### src/rtl/xlat_pkg.sv
// Shared widths, cause codes and slot layout for the translation buffer.
package xlat_pkg;
    localparam int VA_W    = 32;
    localparam int PG_BITS = 12;
    localparam int VPN_W   = VA_W - PG_BITS;

    typedef enum logic [1:0] {
        EXC_NONE    = 2'd0,
        EXC_REFILL  = 2'd1,
        EXC_INVALID = 2'd2,
        EXC_MODIFY  = 2'd3
    } exc_e;

    typedef struct packed {
        logic [VPN_W-1:0] vpn;
        logic [VPN_W-1:0] pfn;
        logic             valid;
        logic             dirty;
    } slot_t;
endpackage

### src/rtl/xlat_rand.sv
// Free-running replacement counter: counts down from N-1 to 0 and wraps.
// Assumes N >= 2. It ignores all table activity.
module xlat_rand #(
    parameter int N  = 16,
    parameter int IW = $clog2(N)
) (
    input  logic          clk,
    input  logic          rst_n,
    output logic [IW-1:0] idx
);
    localparam logic [IW-1:0] TOP = IW'(N - 1);

    // Decrement every clock, wrap at zero
    always_ff @(posedge clk) begin
        if (!rst_n)           idx <= TOP;
        else if (idx == '0)   idx <= TOP;
        else                  idx <= idx - 1'b1;
    end
endmodule

### src/rtl/xlat_cam.sv
// Slot storage with a parallel page-number compare.
// Assumes software keeps page numbers unique; if two slots match, the lowest index wins.
// The slot being written this cycle is masked out of the compare.
module xlat_cam
    import xlat_pkg::*;
#(
    parameter int N  = 16,
    parameter int IW = $clog2(N)
) (
    input  logic             clk,
    input  logic             rst_n,
    input  logic             wr_en,
    input  logic [IW-1:0]    wr_idx,
    input  slot_t            wr_slot,
    input  logic [VPN_W-1:0] lk_vpn,
    output logic             m_any,
    output slot_t            m_slot
);
    slot_t        ents [N];
    logic [N-1:0] eq;

    for (genvar g = 0; g < N; g++) begin : g_ent
        slot_t ent;

        // Hold one slot; reset clears it, wr_en at this index loads it
        always_ff @(posedge clk) begin
            if (!rst_n)                           ent <= '0;
            else if (wr_en && wr_idx == IW'(g))   ent <= wr_slot;
        end

        assign ents[g] = ent;
        assign eq[g]   = (ent.vpn == lk_vpn) && !(wr_en && wr_idx == IW'(g));
    end

    // Select the lowest matching slot
    always_comb begin
        m_any  = |eq;
        m_slot = '0;
        for (int i = N - 1; i >= 0; i--) begin
            if (eq[i]) m_slot = ents[i];
        end
    end
endmodule

### src/rtl/xlat_fault.sv
// Registers the exception pulse, cause and vector one cycle after a lookup.
// Captures the bad address and context page field on refill or invalid faults only.
module xlat_fault
    import xlat_pkg::*;
#(
    parameter logic [31:0] REFILL_VEC = 32'h8000_0000,
    parameter logic [31:0] GEN_VEC    = 32'h8000_0180
) (
    input  logic        clk,
    input  logic        rst_n,
    input  exc_e        cause,
    input  logic [31:0] va,
    input  logic        base_we,
    input  logic [11:0] base_in,
    output logic        exc_pulse,
    output logic [1:0]  exc_code,
    output logic [31:0] exc_vec,
    output logic [31:0] bad_va,
    output logic [31:0] ctx_word
);
    exc_e        code_q;
    logic [11:0] base_q;
    logic [17:0] cvpn_q;

    // Exception outputs and fault-address capture
    always_ff @(posedge clk) begin
        if (!rst_n) begin
            exc_pulse <= 1'b0;
            code_q    <= EXC_NONE;
            exc_vec   <= '0;
            bad_va    <= '0;
            cvpn_q    <= '0;
            base_q    <= '0;
        end else begin
            exc_pulse <= (cause != EXC_NONE);
            code_q    <= cause;
            case (cause)
                EXC_NONE:   exc_vec <= '0;
                EXC_REFILL: exc_vec <= REFILL_VEC;
                default:    exc_vec <= GEN_VEC;
            endcase
            if (cause == EXC_REFILL || cause == EXC_INVALID) begin
                bad_va <= va;
                cvpn_q <= va[31:14];
            end
            if (base_we) base_q <= base_in;
        end
    end

    assign exc_code = code_q;
    assign ctx_word = {base_q, cvpn_q, 2'b00};
endmodule

### src/rtl/xlat_buffer.sv
// Top of the translation buffer: pending entry registers, lookup classification,
// and glue between the counter, slot storage and fault unit.
// Assumes at most one lookup per cycle and 4 KiB pages.
module xlat_buffer
    import xlat_pkg::*;
#(
    parameter int          N          = 16,
    parameter int          IW         = $clog2(N),
    parameter logic [31:0] REFILL_VEC = 32'h8000_0000,
    parameter logic [31:0] GEN_VEC    = 32'h8000_0180
) (
    input  logic          clk,
    input  logic          rst_n,
    input  logic          lk_req,
    input  logic          lk_store,
    input  logic [31:0]   lk_va,
    output logic          lk_hit,
    output logic [31:0]   lk_pa,
    input  logic          hi_we,
    input  logic [19:0]   hi_vpn,
    input  logic          lo_we,
    input  logic [19:0]   lo_pfn,
    input  logic          lo_valid,
    input  logic          lo_dirty,
    input  logic          wr_rand,
    input  logic          ctx_we,
    input  logic [11:0]   ctx_base,
    output logic [IW-1:0] rand_idx,
    output logic          exc_pulse,
    output logic [1:0]    exc_code,
    output logic [31:0]   exc_vec,
    output logic [31:0]   bad_va,
    output logic [31:0]   ctx_word
);
    slot_t pend;
    slot_t m_slot;
    logic  m_any;
    exc_e  cause;

    // Pending entry halves, loaded separately by software
    always_ff @(posedge clk) begin
        if (!rst_n) begin
            pend <= '0;
        end else begin
            if (hi_we) pend.vpn <= hi_vpn;
            if (lo_we) begin
                pend.pfn   <= lo_pfn;
                pend.valid <= lo_valid;
                pend.dirty <= lo_dirty;
            end
        end
    end

    xlat_rand #(.N(N), .IW(IW)) u_rand (
        .clk   (clk),
        .rst_n (rst_n),
        .idx   (rand_idx)
    );

    xlat_cam #(.N(N), .IW(IW)) u_cam (
        .clk     (clk),
        .rst_n   (rst_n),
        .wr_en   (wr_rand),
        .wr_idx  (rand_idx),
        .wr_slot (pend),
        .lk_vpn  (lk_va[31:PG_BITS]),
        .m_any   (m_any),
        .m_slot  (m_slot)
    );

    // Classify the lookup outcome
    always_comb begin
        cause = EXC_NONE;
        if (lk_req) begin
            if (!m_any)                            cause = EXC_REFILL;
            else if (!m_slot.valid)                cause = EXC_INVALID;
            else if (lk_store && !m_slot.dirty)    cause = EXC_MODIFY;
        end
    end

    assign lk_hit = lk_req && m_any && m_slot.valid;
    assign lk_pa  = lk_hit ? {m_slot.pfn, lk_va[PG_BITS-1:0]} : '0;

    xlat_fault #(.REFILL_VEC(REFILL_VEC), .GEN_VEC(GEN_VEC)) u_fault (
        .clk       (clk),
        .rst_n     (rst_n),
        .cause     (cause),
        .va        (lk_va),
        .base_we   (ctx_we),
        .base_in   (ctx_base),
        .exc_pulse (exc_pulse),
        .exc_code  (exc_code),
        .exc_vec   (exc_vec),
        .bad_va    (bad_va),
        .ctx_word  (ctx_word)
    );
endmodule

### config.mk
export PLATFORM = sky130hd
export DESIGN_NAME = xlat_buffer
export DESIGN_NICKNAME = d
export VERILOG_FILES = /design/src/rtl/xlat_pkg.sv /design/src/rtl/xlat_rand.sv /design/src/rtl/xlat_cam.sv /design/src/rtl/xlat_fault.sv /design/src/rtl/xlat_buffer.sv
export SDC_FILE = /design/constraint.sdc
export NUM_CORES = 2
export LEC_CHECK = 0
export ABC_AREA = 1
export BUFFER_PORTS_ARGS = -buffer_cell sky130_fd_sc_hd__buf_2
export CAP_MARGIN = 20
export CORE_MARGIN = 2
export CORE_UTILIZATION = 50
export CTS_CLUSTER_SIZE = 40
export DETAILED_ROUTE_END_ITERATION = 12
export PLACE_DENSITY = 0.68
export SYNTH_ARGS = -nofsm -noshare
export SYNTH_HDL_FRONTEND = slang
export SYNTH_SLANG_ARGS = --single-unit
### constraint.sdc
create_clock -name clk -period 3.79 [get_ports clk]
set_clock_uncertainty 0.15 [all_clocks]
set_input_delay 0.379 -clock clk [delete_from_list [all_inputs] [get_ports clk]]
set_output_delay 0.379 -clock clk [all_outputs]
set_load 0.005 [all_outputs]
==> metrics.txt <==
outcome finished, violations left; failing checks setup timing; FP Rows 96; Layout fillers 6086; Initial Util about half; Post-Synth Simple-Gate Area about 27%; Multi-input gate area approximately 18000 sq um; die area between 70000 and 80000 sq um; via/cell ratio between 5 and 6; unrepaired setup endpoints after global routing true; setup violators final 33; Slew Viols, Final 0; fmax 246 MHz; largest family of logic cells by synthesized area simple AND/OR/NAND/NOR gates; CTS buffer count 80; DRC Markers 0; Seq/Total Area, Yosys between 40 and 50%; Post-DP HPWL roughly 73000 microns; Slew headroom between 20% and 30%; initial antenna violation count 0; remaining global-route overflow 0; post-synthesis mux area share 0%; Compound-Gate Fraction of Synth Area roughly 16%; Critical Path Source Type flop; CTS tree built; CTS sink cnt ~770; final std cells w/o fill approximately 6.2k; final setup TNS -6.53 ns; 1st-iter DRT viols 3897; Async S/R FF share, synth 0%; CP endpoint kind primary output; largest net degree at the start of global routing 130; Primary FF master, synth dfxtp_1; worst slew pin tran 1.19 ns; worst path required time 3.26 ns; GRT Overall Usage between 30% and 40%; Cell Area, Synth about 35000 sq um; GPL Wtd Cong between 0.8 and 0.9; IO Port Bufs 198; worst-path maximum fanout 20; worst setup margin -0.279 ns; DR WL/cell 19.5 microns; final worst-path cycle share 107%; P_leak between 15 and 20 nW; Seq cells post-synth 765; Final Util 61.0%; I/O pins 230; cells after synthesis 4990; CTS max path bufs 3; MaxCap Viol Count 0; placed cell count roughly 5.9k; post-synthesis xor/xnor area fraction under 10%; DRT Wirelength roughly 120000 microns; DRT Pass-1 Iters 8; Pwr Total around 18 mW; Worst VDD drop a little under 300 uV; via count 34.4k; Die W 267 microns; Netlist cell types 40; Root Driver clkbuf_16; vias in the first global route 31.4k; Final min period around 4.1 ns; register area 15300 sq um; power density over the cells around 430 nW/um^2; Hold Crit Class in2reg; final hold vios 0; first-pass GRT wire length about 180000 microns; Area Overhead vs Synth 20.7%; syn avg cell area around 7 sq um; nets around 5.3k; post-synthesis adder-cell area fraction less than 1%; number of synthesized flops with an enable pin 0; Max H-tree Level 3; Clock Latency Late Sink ~0.63 ns; Ys Warns 0; Core Box Area around 69000 sq um; Clk pin slew, worst setup/hold paths about 0.06 ns; Die Ht 267 microns; Arrival @ worst endpoint around 3.5 ns; Setup CP Type reg2out; layout cells sized above 1 17.2%; ANT nets after route 0
## report_power, final
part | total (mW) | internal (mW) | switching (mW)
Combinational | 1.36 | 0.536 | 0.825
Clock | 8.00 | 4.68 | 3.32
Sequential | 8.59 | 8.25 | 0.342
## layout by cell type, fill, tap and decap left out, drive strengths merged
| cell | Yosys | routed |
|---|---|---|
| nor4 | 28 | 28 |
| xor2 | 74 | 74 |
| nor3b | 1 | 1 |
| and3 | 1 | 1 |
| o2111ai | 1 | 1 |
| dfxtp | 765 | 765 |
| ha | 6 | 6 |
| o21ai | 872 | 872 |
| bufbuf | 0 | 2 |
| nor3 | 64 | 64 |
| conb | 1 | 31 |
| clkbuf | 291 | 122 |
| diode | 0 | 2 |
| nand3 | 63 | 63 |
| inv | 141 | 141 |
| clkinv | 7 | 22 |
| buf | 164 | 452 |
| a211oi | 1 | 1 |
| nand4 | 53 | 53 |
| or2 | 92 | 92 |
| xnor2 | 102 | 102 |
| dlygate4sd3 | 0 | 73 |
| o211ai | 2 | 2 |
| a21boi | 8 | 8 |
| nor2 | 1545 | 1545 |
| bufinv | 0 | 4 |
| nand2 | 485 | 485 |
| a31oi | 1 | 1 |
| a221oi | 20 | 20 |
| clkinvlp | 0 | 2 |
| a21oi | 201 | 201 |
| and2 | 1 | 1 |
## layout make-up
class                   instances  share of cell area, %
well taps                     931                   2.79
diodes                          2                 0.0120
clock buffers                 119                   5.79
inverters                     148                   1.37
multi-input cells            3652                   42.3
flip-flops and latches        765                   36.6
clock inverters                21                  0.550
repair buffers                530                   10.6
## cell usage after synthesis, types with 32 or more instances
| cell | number | share of area, % |
|---|---|---|
| a21oi_1 | 201 | 2.9 |
| buf_1 | 48 | 0.52 |
| buf_2 | 32 | 0.46 |
| buf_4 | 71 | 1.5 |
| clkbuf_1 | 291 | 3.2 |
| dfxtp_1 | 765 | 44 |
| inv_1 | 114 | 1.2 |
| nand2_1 | 480 | 5.2 |
| nand3_1 | 62 | 0.90 |
| nand4_1 | 53 | 0.96 |
| nor2_1 | 1539 | 17 |
| nor3_1 | 63 | 0.91 |
| o21ai_0 | 861 | 12 |
| or2_2 | 84 | 1.5 |
| xnor2_1 | 102 | 2.6 |
| xor2_1 | 74 | 1.9 |
## flip-flops by register name (all words and copies together) (netlist names)
name and count:
u_fault.base_q 12, u_fault.exc_code 1, u_rand.idx 4, u_fault.cvpn_q 18
u_fault.bad_va 14, pend 42, u_cam.ents 672, u_fault.exc_vec 2
## cell families after synthesis
family / Yosys count
DFF: 765
adders and majority gates: 6
buffers and inverters: 603
AOI/OAI and AO/OA: 1106
xor gates and xnor gates: 176
other: 1
and+or+nand+nor: 2333
## critical path, cell delays in order, from the launching register on
cell and delay (ns):
dfxtp_2 0.33, buf_6 0.13, ha_4 0.15, nand2_4 0.08
buf_4 0.13, nor2_2 0.06, nor4_2 0.31, buf_4 0.18
nand3_1 0.12, buf_4 0.18, inv_2 0.06, nor2_1 0.05
buf_4 0.23, a221oi_1 0.44, nand2_1 0.12, a21oi_2 0.14
nor2_1 0.05, buf_2 0.12
## stage by stage
| step | hold slack (ns) | instance area (sq um) | worst slack, ns |
|---|---|---|---|
| floorplan | 0.275 | 34800 | 0.446 |
| global route | 0.0769 | 41800 | -0.437 |
| global placement | 0.291 | 36700 | -0.475 |
| finish | 0.0390 | 41800 | -0.279 |
| CTS | 0.000482 | 41200 | -0.280 |
| detailed placement | 0.298 | 36700 | -0.421 |
## repair_timing
item / 4_1_cts / 5_1_grt
setup buffers: 26 / 9
cloned: 10 / 6
setup endpoints to repair: 65 / 65
endpoints found under the hold margin: 67 / 0
gates resized for setup: 191 / 167
pin swaps: 71 / 49
hold buffers: 73 / 0
## worst paths after layout
check                                    start                             end  slack, ns  cells past startpoint
hold reg to reg   u_cam.ents[462]$_SDFFE_PN0P_    u_cam.ents[462]$_SDFFE_PN0P_       0.31                      2
setup reg to reg      u_rand.idx[1]$_SDFF_PP1_  u_fault.cvpn_q[2]$_SDFFE_PN0P_       0.02                     32
setup / recovery      u_rand.idx[1]$_SDFF_PP1_                       lk_pa[23]      -0.28                     17
hold / removal                          ctx_we  u_fault.base_q[8]$_SDFFE_PN0P_       0.04                      3
## layer usage
layer	track usage, %	vias to the layer above	part of all wire, %
met5	0	-	0
met4	13.5	0	4.1
met3	5.88	298	10
met2	50.4	1694	43
met1	44.6	16100	42
li1	-	16300	-
Note: power is estimated with default switching activity, not from simulation.
